--- src/rtl/rename_map_pkg.sv ---
package rename_map_pkg;

  localparam int unsigned MAX_PHYS = 256;

  // index of the lowest set bit among the first n bits, -1 if none
  function automatic int lowest_set(input logic [MAX_PHYS-1:0] v, input int n);
    int r;
    r = -1;
    for (int i = n - 1; i >= 0; i--) begin
      if (v[i]) r = i;
    end
    return r;
  endfunction

  // a rename must wait when it needs a register and none is free, or on flush
  function automatic logic must_stall(input logic needs_dst, input logic none_free,
                                      input logic flushing);
    return flushing || (needs_dst && none_free);
  endfunction

  // a commit reverts an entry only if the entry still names its register
  function automatic logic entry_reverts(input logic is_phys, input logic tag_match,
                                         input logic arch_match);
    return is_phys && tag_match && arch_match;
  endfunction

endpackage

--- src/rtl/rename_free_list.sv ---
module rename_free_list
  import rename_map_pkg::*;
#(
  parameter int PHYS_REGS = 16,
  localparam int PW = (PHYS_REGS > 1) ? $clog2(PHYS_REGS) : 1
) (
  input  logic                 clk,
  input  logic                 rst_n,
  input  logic                 flush,
  input  logic                 alloc_en,
  input  logic                 rel_en,
  input  logic [PW-1:0]        rel_idx,
  output logic [PW-1:0]        alloc_idx,
  output logic                 empty,
  output logic [PHYS_REGS-1:0] free_vec
);

  logic [PHYS_REGS-1:0] free_q, free_d;
  logic [MAX_PHYS-1:0]  free_wide;
  int                   low;

  assign free_wide = MAX_PHYS'(free_q);
  assign free_vec  = free_q;
  assign empty     = (free_q == '0);

  always_comb begin
    low = lowest_set(free_wide, PHYS_REGS);
    if (low < 0) alloc_idx = '0;
    else         alloc_idx = PW'(low);
  end

  always_comb begin
    if (flush) begin
      free_d = '1;
    end else begin
      free_d = free_q;
      if (rel_en)   free_d[rel_idx]   = 1'b1;
      if (alloc_en) free_d[alloc_idx] = 1'b0;
    end
  end

  always_ff @(posedge clk) begin
    if (!rst_n) free_q <= '1;
    else        free_q <= free_d;
  end

endmodule

--- src/rtl/rename_map_table.sv ---
module rename_map_table
  import rename_map_pkg::*;
#(
  parameter int ARCH_REGS = 8,
  parameter int PHYS_REGS = 16,
  localparam int AW = (ARCH_REGS > 1) ? $clog2(ARCH_REGS) : 1,
  localparam int PW = (PHYS_REGS > 1) ? $clog2(PHYS_REGS) : 1
) (
  input  logic          clk,
  input  logic          rst_n,
  input  logic          flush,
  input  logic [AW-1:0] rd_a_arch,
  input  logic [AW-1:0] rd_b_arch,
  output logic [PW-1:0] rd_a_tag,
  output logic          rd_a_phys,
  output logic [PW-1:0] rd_b_tag,
  output logic          rd_b_phys,
  input  logic          wr_en,
  input  logic [AW-1:0] wr_arch,
  input  logic [PW-1:0] wr_tag,
  input  logic          cm_en,
  input  logic [AW-1:0] cm_arch,
  input  logic [PW-1:0] cm_tag
);

  logic [ARCH_REGS-1:0] phys_q;
  logic [PW-1:0]        tag_q [ARCH_REGS];

  assign rd_a_phys = phys_q[rd_a_arch];
  assign rd_a_tag  = tag_q[rd_a_arch];
  assign rd_b_phys = phys_q[rd_b_arch];
  assign rd_b_tag  = tag_q[rd_b_arch];

  for (genvar g = 0; g < ARCH_REGS; g++) begin : g_entry
    logic wr_hit, cm_hit;
    assign wr_hit = wr_en && (wr_arch == AW'(g));
    assign cm_hit = cm_en && entry_reverts(phys_q[g], tag_q[g] == cm_tag,
                                           cm_arch == AW'(g));
    always_ff @(posedge clk) begin
      if (!rst_n) begin
        phys_q[g] <= 1'b0;
        tag_q[g]  <= '0;
      end else if (flush) begin
        phys_q[g] <= 1'b0;
      end else if (wr_hit) begin
        phys_q[g] <= 1'b1;
        tag_q[g]  <= wr_tag;
      end else if (cm_hit) begin
        phys_q[g] <= 1'b0;
      end
    end
  end

endmodule

--- src/rtl/rename_map_top.sv ---
module rename_map_top
  import rename_map_pkg::*;
#(
  parameter int ARCH_REGS = 8,
  parameter int PHYS_REGS = 16,
  localparam int AW = (ARCH_REGS > 1) ? $clog2(ARCH_REGS) : 1,
  localparam int PW = (PHYS_REGS > 1) ? $clog2(PHYS_REGS) : 1
) (
  input  logic          clk,
  input  logic          rst_n,
  input  logic          ren_valid,
  output logic          ren_ready,
  input  logic [AW-1:0] ren_src_a,
  input  logic [AW-1:0] ren_src_b,
  input  logic          ren_dst_en,
  input  logic [AW-1:0] ren_dst,
  output logic [PW-1:0] src_a_tag,
  output logic          src_a_is_phys,
  output logic [PW-1:0] src_b_tag,
  output logic          src_b_is_phys,
  output logic [PW-1:0] dst_tag,
  input  logic          cm_valid,
  input  logic [AW-1:0] cm_arch,
  input  logic [PW-1:0] cm_phys,
  input  logic          flush
);

  // named internal events, used by the bound checker
  logic                 ren_fire;
  logic                 alloc_fire;
  logic                 cm_release;
  logic                 fl_empty;
  logic [PHYS_REGS-1:0] free_vec;

  assign ren_ready  = !must_stall(ren_dst_en, fl_empty, flush);
  assign ren_fire   = ren_valid && ren_ready;
  assign alloc_fire = ren_fire && ren_dst_en;
  assign cm_release = cm_valid && !flush;

  rename_free_list #(.PHYS_REGS(PHYS_REGS)) u_free (
    .clk      (clk),
    .rst_n    (rst_n),
    .flush    (flush),
    .alloc_en (alloc_fire),
    .rel_en   (cm_release),
    .rel_idx  (cm_phys),
    .alloc_idx(dst_tag),
    .empty    (fl_empty),
    .free_vec (free_vec)
  );

  rename_map_table #(.ARCH_REGS(ARCH_REGS), .PHYS_REGS(PHYS_REGS)) u_map (
    .clk      (clk),
    .rst_n    (rst_n),
    .flush    (flush),
    .rd_a_arch(ren_src_a),
    .rd_b_arch(ren_src_b),
    .rd_a_tag (src_a_tag),
    .rd_a_phys(src_a_is_phys),
    .rd_b_tag (src_b_tag),
    .rd_b_phys(src_b_is_phys),
    .wr_en    (alloc_fire),
    .wr_arch  (ren_dst),
    .wr_tag   (dst_tag),
    .cm_en    (cm_release),
    .cm_arch  (cm_arch),
    .cm_tag   (cm_phys)
  );

endmodule

--- config.mk ---
export PLATFORM = sky130hd
export DESIGN_NAME = rename_map_top
export DESIGN_NICKNAME = d
export VERILOG_FILES = /design/src/rtl/rename_map_pkg.sv /design/src/rtl/rename_free_list.sv /design/src/rtl/rename_map_table.sv /design/src/rtl/rename_map_top.sv
export SDC_FILE = /design/constraint.sdc
export NUM_CORES = 1
export LEC_CHECK = 0
export CAP_MARGIN = 20
export CORE_MARGIN = 1
export CORE_UTILIZATION = 34
export DETAILED_ROUTE_END_ITERATION = 12
export DONT_BUFFER_PORTS = 1
export HOLD_SLACK_MARGIN = 0.02
export PLACE_DENSITY = 0.47
export RECOVER_POWER = 50
export SYNTH_ARGS = -nofsm -noshare
export SYNTH_HDL_FRONTEND = slang
export SYNTH_SLANG_ARGS = --single-unit
export TNS_END_PERCENT = 10
--- constraint.sdc ---
create_clock -name clk -period 1.9 [get_ports clk]
set_input_delay 0.19 -clock clk [delete_from_list [all_inputs] [get_ports clk]]
set_output_delay 0.19 -clock clk [all_outputs]
set_load 0.01 [all_outputs]
==> impl_metrics.xml, run 1 <==
<?xml version="1.0" encoding="UTF-8"?>
<metrics>
  <group name="status">
    <metric name="run_status" unit="">finished, violations left</metric>
    <metric name="violations" unit="">negative setup slack</metric>
  </group>
  <group name="global_route">
    <metric name="via_count_of_the_first_global_routing_pass" unit="">2889</metric>
    <metric name="grt_start_max_net_pins" unit="">18</metric>
    <metric name="track_usage" unit="">0.198</metric>
    <metric name="number_of_antenna_violations_at_the_first_check_in_global_routing" unit="">0</metric>
    <metric name="grt-ovfl-total" unit="">0</metric>
    <metric name="global_route_wire_length_before_repair" unit="um">16200</metric>
  </group>
  <group name="critical_path">
    <metric name="cp_cell_sequence" unit="">or4_4, nor4_4, buf_4, nor2_2, nand2_2, inv_4</metric>
    <metric name="cpLargestDelayFamily" unit="">simple AND/OR/NAND/NOR gates</metric>
    <metric name="rrSetupSlack" unit="ns">-0.09</metric>
    <metric name="worstPathBufferInverterCount" unit="">2</metric>
    <metric name="cp.arrival" unit="ns">1.85</metric>
    <metric name="critical-path-max-stage-delay" unit="ns">0.56</metric>
    <metric name="worstReg2RegEnd" unit="">u_map.tag_q[7][0]</metric>
    <metric name="critPathCaptureType" unit="">output pin</metric>
    <metric name="cp-start-kind" unit="">flop</metric>
    <metric name="setup.worst_path.class" unit="">reg2out</metric>
    <metric name="critical_path.reg2reg.startpoint" unit="">u_free.free_vec[12]</metric>
    <metric name="path_max_fanout" unit="">5</metric>
    <metric name="timing.reg2reg.worst_path_depth" unit="">5</metric>
    <metric name="critical_path.slowest_cell" unit="">sky130_fd_sc_hd__or4_4</metric>
    <metric name="critical_path_required" unit="ns">1.71</metric>
  </group>
  <group name="logic_synthesis">
    <metric name="synth_top_cell_area_share" unit="">0.273</metric>
    <metric name="synth-main-ff-cell" unit="">sky130_fd_sc_hd__edfxtp_1</metric>
    <metric name="ys_seq_elements" unit="">56</metric>
    <metric name="netlist_instances" unit="">345</metric>
    <metric name="syn_avg_cell_area" unit="sq um">10.2</metric>
    <metric name="syn-num-nets" unit="">367</metric>
    <metric name="synthArstFlopShare" unit="">0</metric>
    <metric name="synth.top_cells.by_area" unit="">sky130_fd_sc_hd__edfxtp_1 27%, sky130_fd_sc_hd__dfxtp_1 14%, sky130_fd_sc_hd__mux4_2 13%, sky130_fd_sc_hd__nor2_1 5.9%, sky130_fd_sc_hd__xor2_1 5.0%</metric>
    <metric name="synth-warning-count" unit="">0</metric>
    <metric name="synth_edf_count" unit="">32</metric>
    <metric name="yosysTopAreaCell" unit="">sky130_fd_sc_hd__edfxtp_1</metric>
    <metric name="synth_area" unit="sq um">3520</metric>
    <metric name="ys_types" unit="">48</metric>
    <metric name="synth_sequential_area_ratio" unit="">0.410</metric>
  </group>
  <group name="die">
    <metric name="die_x" unit="um">104</metric>
    <metric name="floorplan.io_pins" unit="">37</metric>
    <metric name="num_rows" unit="">36</metric>
    <metric name="floorplan.initialDensity" unit="">0.355</metric>
    <metric name="height_of_the_die" unit="um">104</metric>
    <metric name="core_region_area" unit="sq um">9910</metric>
    <metric name="die_area" unit="sq um">10800</metric>
  </group>
  <group name="power">
    <metric name="power_switching" unit="W">0.000542</metric>
    <metric name="share_comb_of_total_power" unit="">0.106</metric>
    <metric name="post-layout-total-power" unit="W">0.00224</metric>
    <metric name="p_leak" unit="nW">1.39</metric>
    <metric name="internal_power" unit="W">0.00170</metric>
    <metric name="vdd_drop_max" unit="uV">248</metric>
    <metric name="seqPwrFrac" unit="">0.597</metric>
    <metric name="switching_share" unit="">0.242</metric>
    <metric name="clkPwrFrac" unit="">0.298</metric>
    <metric name="powerDensity" unit="nW/um^2">539</metric>
  </group>
  <group name="detailed_routing">
    <metric name="drt-vias-per-instance" unit="">5.66</metric>
    <metric name="post_drt_antenna_nets" unit="">0</metric>
    <metric name="vias" unit="">2881</metric>
    <metric name="drt_drc_violations_left" unit="">0</metric>
    <metric name="totalWireLength" unit="um">10400</metric>
    <metric name="dr.pass1.iters" unit="">5</metric>
    <metric name="wl_per_cell" unit="um">20.3</metric>
    <metric name="drt-initial-drc-count" unit="">161</metric>
  </group>
  <group name="clock_network">
    <metric name="cts.root.buffer_cell" unit="">sky130_fd_sc_hd__clkbuf_8</metric>
    <metric name="number_of_hold_repair_buffers_added_at_the_cts_stage" unit="">0</metric>
    <metric name="htree_num_levels" unit="">2</metric>
    <metric name="clk-insertion-delay-late" unit="ns">0.31</metric>
    <metric name="max_buffers_root_to_sink" unit="">2</metric>
    <metric name="tritoncts_clock_tree" unit="">yes</metric>
    <metric name="cts_sinks" unit="">56</metric>
    <metric name="cts_inserted_buffers" unit="">5</metric>
    <metric name="clkSlewWorstSetupHoldPaths" unit="ns">0.10</metric>
  </group>
  <group name="placement">
    <metric name="detailedPlace.worstSlack" unit="ns">-0.135</metric>
    <metric name="place.port_buffers" unit="">0</metric>
    <metric name="globalplace.congestion" unit="">0.804</metric>
    <metric name="postPlaceCellArea" unit="sq um">3960</metric>
    <metric name="post-dp-hpwl" unit="um">8240</metric>
  </group>
  <group name="final_layout">
    <metric name="nets" unit="">397</metric>
    <metric name="finish.utilization" unit="">0.419</metric>
    <metric name="layout.cell_area.non_filler" unit="sq um">4150</metric>
    <metric name="fillerInstances" unit="">1003</metric>
    <metric name="num_antenna_cells" unit="">0</metric>
    <metric name="layout.area.seq" unit="sq um">1440</metric>
    <metric name="drive_above_1_share" unit="">0.255</metric>
    <metric name="area_of_the_multi_input_gates" unit="sq um">2060</metric>
    <metric name="flow.area_growth_from_synthesis" unit="%">18.0</metric>
  </group>
  <group name="timing">
    <metric name="grt_setup_unrepaired" unit="">true</metric>
    <metric name="max-slew-margin-rel" unit="">0.646</metric>
    <metric name="whs" unit="ns">0.0329</metric>
    <metric name="finalWorstPathRequiredPeriod" unit="ns">2.04</metric>
    <metric name="timing.final.max_slew_violations" unit="">0</metric>
    <metric name="timing.final.ws_setup" unit="ns">-0.143</metric>
    <metric name="final_hold_violation_count" unit="">0</metric>
    <metric name="final.setup_skew" unit="ns">0.00866</metric>
    <metric name="worst-slew-pin-transition" unit="ns">0.530</metric>
    <metric name="post-route-period-util" unit="">1.08</metric>
    <metric name="setup_viol_count_final" unit="">55</metric>
    <metric name="maxClockFrequency" unit="GHz">0.489</metric>
  </group>
  <group name="worst_hold_path">
    <metric name="holdPathEnd" unit="">u_map.phys_q[6]</metric>
    <metric name="worst_hold_path.num_cells" unit="">2</metric>
    <metric name="worstHoldPathType" unit="">in2reg</metric>
    <metric name="holdCritStartpoint" unit="">cm_arch[0]</metric>
  </group>
  <group name="job">
    <metric name="cap_viol_max_count" unit="">0</metric>
  </group>
</metrics>
[routing by layer]
layer | up-vias | share of wire | wire, um | track usage
li1 | 1348 | - | - | -
met1 | 1422 | 0.40 | 4190 | 0.232
met2 | 91 | 0.51 | 5240 | 0.353
met3 | 20 | 0.061 | 636 | 0.0491
met4 | 0 | 0.028 | 293 | 0.0684
met5 | - | 0 | 0 | 0
[power groups by stage]
stage	sequential, W	clock [W]	combinational (W)
2_1_floorplan	0.00135	0	0.000228
3_3_place_gp	0.00136	0	0.000232
3_5_place_dp	0.00136	0	0.000233
4_1_cts	0.00134	0.000684	0.000239
5_1_grt	0.00134	0.000724	0.000255
6_report	0.00134	0.000666	0.000236
[how the worst max path moves through the flow]
stage                              from           endpoint  slack (ns)  cells past startpoint
global placement     u_free.free_vec[0]         dst_tag[0]       -0.18                      5
floorplan            u_free.free_vec[6]  u_map.tag_q[0][0]        -0.1                      7
CTS                  u_free.free_vec[1]         dst_tag[1]       -0.17                      6
detailed placement  u_free.free_vec[14]  u_map.tag_q[5][3]       -0.13                      4
finish              u_free.free_vec[12]         dst_tag[1]       -0.14                      6
global route        u_free.free_vec[12]         dst_tag[1]       -0.20                      6
[metrics by stage]
step / std cells / setup TNS, ns
global placement: 499 / -2.49
global route: 509 / -6.28
detailed placement: 499 / -2.97
floorplan: 345 / -1.59
CTS: 509 / -4.03
finish: 509 / -2.69
[sequential cells by signal, indices dropped and copies added, names as in the netlist]
| name | cells |
|---|---|
| u_map.tag_q | 32 |
| u_free.free_vec | 16 |
| u_map.phys_q | 8 |
[cells in the final DEF, fill, tap and decap left out, drive strengths merged]
cell type	instances
edfxtp	32
nand2	29
a221oi	1
o31ai	2
xor2	20
o21ai	11
o31a	1
nand2b	7
nor2	56
buf	40
dfxtp	24
xnor2	12
o311ai	1
or4	9
clkinv	1
nor4b	4
nor3b	1
a21oi	4
clkinvlp	1
nand4	4
o22ai	8
clkbuf	10
inv	10
mux4	20
nor4	6
nand3	6
o32a	10
a31oi	4
or3	6
a311oi	4
a21boi	1
nor2b	4
and2	1
nor3	11
or2	1
o41ai	2
mux2	10
o41a	1
a21o	1
[cells by family after synthesis]
group,Yosys count,synth area share
buffers and inverters,31,0.0356
xor gates and xnor gates,32,0.0797
DFF,56,0.410
muxes,30,0.160
AOI/OAI and AO/OA,51,0.106
and+or+nand+nor,145,0.208
[cell usage after synthesis, types with 2 or more instances]
cell                       instances
sky130_fd_sc_hd__a21oi_1           4
sky130_fd_sc_hd__nand2b_1          6
sky130_fd_sc_hd__mux2_2           10
sky130_fd_sc_hd__a31oi_1           4
sky130_fd_sc_hd__nor3_1           10
sky130_fd_sc_hd__edfxtp_1         32
sky130_fd_sc_hd__a311oi_1          4
sky130_fd_sc_hd__o21ai_0           6
sky130_fd_sc_hd__o41ai_1           2
sky130_fd_sc_hd__xor2_1           20
sky130_fd_sc_hd__buf_1             3
sky130_fd_sc_hd__inv_1             9
sky130_fd_sc_hd__nand2_1          28
sky130_fd_sc_hd__nand4_1           4
sky130_fd_sc_hd__mux4_2           20
sky130_fd_sc_hd__o32a_1           10
sky130_fd_sc_hd__nor4_1            5
sky130_fd_sc_hd__xnor2_1          12
sky130_fd_sc_hd__nor4b_1           4
sky130_fd_sc_hd__clkbuf_1         13
sky130_fd_sc_hd__nor2_1           55
sky130_fd_sc_hd__o31ai_1           2
sky130_fd_sc_hd__o22ai_1           8
sky130_fd_sc_hd__o21ai_1           4
sky130_fd_sc_hd__dfxtp_1          24
sky130_fd_sc_hd__buf_2             4
sky130_fd_sc_hd__or3_1             5
sky130_fd_sc_hd__or4_1             9
sky130_fd_sc_hd__nor2b_1           4
sky130_fd_sc_hd__nand3_1           6
[cell type report]
cell class	instances	area share
Timing Repair Buffer	44	0.0853
Sequential cell	56	0.347
Multi-Input combinational cell	258	0.496
Clock inverter	2	0.00392
Tap cell	133	0.0401
Inverter	10	0.00964
Clock buffer	6	0.0175
[what timing repair did]
action	in CTS	in global routing
buffers inserted	3	0
pin swaps	7	4
setup endpoints to repair	60	73
gates resized for setup	18	6
Power figures use the tool's default switching activity.
==> inputs of run 2 (changes only) <==
SKIP_CTS_REPAIR_TIMING = 1   (was not set)
==> run 2 against run 1 <==
The flow still finishes with violations (negative setup slack); register-to-register slack got worse by 0.04 ns; clock skew increased by 0.0042 ns; hold slack got worse by 0.0033 ns; non-clock buffer count increased by 4; via count about the same; combinational power about the same; count of clock-buffer cells in the layout unchanged; clock power about the same; total power increased by 0.21%; largest cell class unchanged; largest power group unchanged.
==> impl_metrics.xml, run 2 (same netlist as run 1, synthesis figures left out) <==
<?xml version="1.0" encoding="UTF-8"?>
<metrics>
  <group name="die">
    <metric name="num_rows" unit="">36</metric>
    <metric name="core_region_area" unit="sq um">9910</metric>
    <metric name="height_of_the_die" unit="um">104</metric>
    <metric name="floorplan.io_pins" unit="">37</metric>
    <metric name="die_area" unit="sq um">10800</metric>
    <metric name="floorplan.initialDensity" unit="">0.355</metric>
    <metric name="die_x" unit="um">104</metric>
  </group>
  <group name="critical_path">
    <metric name="cp.depth" unit="">5</metric>
    <metric name="critical_path_required" unit="ns">1.71</metric>
    <metric name="timing.reg2reg.worst_path_depth" unit="">5</metric>
    <metric name="critical_path.slowest_cell" unit="">sky130_fd_sc_hd__or4_4</metric>
    <metric name="critical_path.reg2reg.startpoint" unit="">u_free.free_vec[4]</metric>
    <metric name="cp_cell_sequence" unit="">or4_4, buf_6, o41ai_4, buf_4, a21oi_2</metric>
    <metric name="critPathLaunch" unit="">u_free.free_vec[9]</metric>
    <metric name="critical_path.endpoint" unit="">dst_tag[0]</metric>
    <metric name="worstReg2RegEnd" unit="">u_map.tag_q[6][1]</metric>
    <metric name="setup.worst_path.class" unit="">reg2out</metric>
    <metric name="critPathCaptureType" unit="">output pin</metric>
    <metric name="path_max_fanout" unit="">2</metric>
    <metric name="cp.arrival" unit="ns">1.93</metric>
    <metric name="critical-path-max-stage-delay" unit="ns">0.57</metric>
    <metric name="rrSetupSlack" unit="ns">-0.13</metric>
    <metric name="cpLargestDelayFamily" unit="">simple AND/OR/NAND/NOR gates</metric>
    <metric name="worstPathBufferInverterCount" unit="">2</metric>
    <metric name="cp-start-kind" unit="">flop</metric>
  </group>
  <group name="global_route">
    <metric name="global_route_wire_length_before_repair" unit="um">16000</metric>
    <metric name="number_of_antenna_violations_at_the_first_check_in_global_routing" unit="">0</metric>
    <metric name="track_usage" unit="">0.196</metric>
    <metric name="busiest_layer" unit="">met2</metric>
    <metric name="grt-ovfl-total" unit="">0</metric>
    <metric name="global_route.usage.met1" unit="">0.231</metric>
    <metric name="grt_start_max_net_pins" unit="">18</metric>
    <metric name="use_met3" unit="">0.0466</metric>
    <metric name="met2_usage" unit="">0.350</metric>
    <metric name="via_count_of_the_first_global_routing_pass" unit="">2859</metric>
  </group>
  <group name="timing">
    <metric name="maxClockFrequency" unit="GHz">0.471</metric>
    <metric name="max-slew-margin-rel" unit="">0.672</metric>
    <metric name="timing.final.max_slew_violations" unit="">0</metric>
    <metric name="grt_setup_unrepaired" unit="">true</metric>
    <metric name="setup_viol_count_final" unit="">58</metric>
    <metric name="final.setup_skew" unit="ns">0.0128</metric>
    <metric name="setup_tns" unit="ns">-4.25</metric>
    <metric name="final_hold_violation_count" unit="">0</metric>
    <metric name="timing.final.ws_setup" unit="ns">-0.224</metric>
    <metric name="whs" unit="ns">0.0296</metric>
    <metric name="post-route-period-util" unit="">1.12</metric>
    <metric name="finalWorstPathRequiredPeriod" unit="ns">2.12</metric>
    <metric name="worst-slew-pin-transition" unit="ns">0.492</metric>
  </group>
  <group name="clock_network">
    <metric name="cts_sinks" unit="">56</metric>
    <metric name="clk-insertion-delay-late" unit="ns">0.31</metric>
    <metric name="cts.root.buffer_cell" unit="">sky130_fd_sc_hd__clkbuf_8</metric>
    <metric name="tritoncts_clock_tree" unit="">yes</metric>
    <metric name="cts_inserted_buffers" unit="">5</metric>
    <metric name="max_buffers_root_to_sink" unit="">2</metric>
    <metric name="clkSlewWorstSetupHoldPaths" unit="ns">0.11</metric>
    <metric name="htree_num_levels" unit="">2</metric>
  </group>
  <group name="placement">
    <metric name="place.port_buffers" unit="">0</metric>
    <metric name="post-dp-hpwl" unit="um">8240</metric>
    <metric name="globalplace.congestion" unit="">0.804</metric>
    <metric name="postPlaceCellArea" unit="sq um">3960</metric>
  </group>
  <group name="final_layout">
    <metric name="num_antenna_cells" unit="">0</metric>
    <metric name="nets" unit="">401</metric>
    <metric name="finish.utilization" unit="">0.428</metric>
    <metric name="layout.cells.most_common_list" unit="">50 x sky130_fd_sc_hd__nor2_1, 38 x sky130_fd_sc_hd__buf_4, 32 x sky130_fd_sc_hd__edfxtp_1</metric>
    <metric name="area_of_the_multi_input_gates" unit="sq um">2090</metric>
    <metric name="flow.area_growth_from_synthesis" unit="%">20.5</metric>
    <metric name="layout_commonest_cell" unit="">sky130_fd_sc_hd__nor2_1</metric>
    <metric name="drive_above_1_share" unit="">0.287</metric>
    <metric name="largest_reg_flops" unit="">32</metric>
    <metric name="fillerInstances" unit="">1004</metric>
    <metric name="largest-register" unit="">u_map.tag_q</metric>
    <metric name="layout.cell_area.non_filler" unit="sq um">4240</metric>
    <metric name="layout.area.seq" unit="sq um">1440</metric>
  </group>
  <group name="job">
    <metric name="cap_viol_max_count" unit="">0</metric>
  </group>
  <group name="power">
    <metric name="power_switching" unit="W">0.000546</metric>
    <metric name="internal_power" unit="W">0.00170</metric>
    <metric name="switching_share" unit="">0.243</metric>
    <metric name="vdd_drop_max" unit="uV">245</metric>
    <metric name="seqPwrFrac" unit="">0.595</metric>
    <metric name="share_comb_of_total_power" unit="">0.106</metric>
    <metric name="powerDensity" unit="nW/um^2">529</metric>
    <metric name="post-layout-total-power" unit="W">0.00224</metric>
    <metric name="clkPwrFrac" unit="">0.298</metric>
    <metric name="p_leak" unit="nW">1.43</metric>
  </group>
  <group name="status">
    <metric name="run_status" unit="">finished, violations left</metric>
    <metric name="violations" unit="">negative setup slack</metric>
  </group>
  <group name="detailed_routing">
    <metric name="vias" unit="">2880</metric>
    <metric name="post_drt_antenna_nets" unit="">0</metric>
    <metric name="wl_per_cell" unit="um">20.3</metric>
    <metric name="drt-vias-per-instance" unit="">5.61</metric>
    <metric name="drt_drc_violations_left" unit="">0</metric>
    <metric name="drt-initial-drc-count" unit="">152</metric>
    <metric name="dr.pass1.iters" unit="">4</metric>
    <metric name="totalWireLength" unit="um">10400</metric>
  </group>
  <group name="worst_hold_path">
    <metric name="worstHoldPathType" unit="">in2reg</metric>
  </group>
</metrics>
-- run 2: changes by cell type in the layout (fill, tap and decap cells not counted), sizes merged --
cell / before / now
buf: 40 / 47
clkbuf: 10 / 7
-- run 2: final cells by class --
type                       instances  area share
multi-input combinational        258       0.493
sequential                        56       0.340
timing repair buffer              48      0.0965
tap                              133      0.0393
clock buffer                       6      0.0171
inverter                          10      0.0100
clock inverter                     2     0.00384
-- run 2: power groups by stage --
stage,Clock (W),Combinational (W),Sequential (W)
2_1_floorplan,0,0.000228,0.00135
3_3_place_gp,0,0.000232,0.00136
3_5_place_dp,0,0.000233,0.00136
4_1_cts,0.000684,0.000234,0.00134
5_1_grt,0.000724,0.000258,0.00134
6_report,0.000669,0.000238,0.00134
-- run 2: metrics by stage --
| stage | cells | setup WS, ns |
|---|---|---|
| 5_1_grt | 513 | -0.256 |
| 2_1_floorplan | 345 | -0.0994 |
| 3_5_place_dp | 499 | -0.135 |
| 4_1_cts | 507 | -0.463 |
| 6_report | 513 | -0.224 |
| 3_3_place_gp | 499 | -0.177 |
-- run 2: layer usage --
layer	wire [um]	share of wire
met1	4140	0.40
met2	5320	0.51
met3	704	0.068
met4	232	0.022
met5	0	0
-- run 2: worst min path at each step --
stage                from               to  slack [ns]  depth (start not counted)
3_5_place_dp   cm_arch[0]  u_map.phys_q[6]        0.36                          2
4_1_cts        cm_arch[0]  u_map.phys_q[6]        0.03                          2
3_3_place_gp   cm_arch[0]  u_map.phys_q[0]        0.36                          2
2_1_floorplan  cm_arch[0]  u_map.phys_q[6]        0.34                          2
5_1_grt        cm_arch[0]  u_map.phys_q[6]        0.02                          2
6_report       cm_arch[0]  u_map.phys_q[6]        0.03                          2
-- run 2: worst register-to-register path: cells and delay by family, from the launching register on --
kind,cells,cell delay (ns)
flip-flops,1,0.33
buffers and inverters,1,0.17
AO/OA/AOI/OAI,1,0.18
AND/OR/NAND/NOR,3,1.10
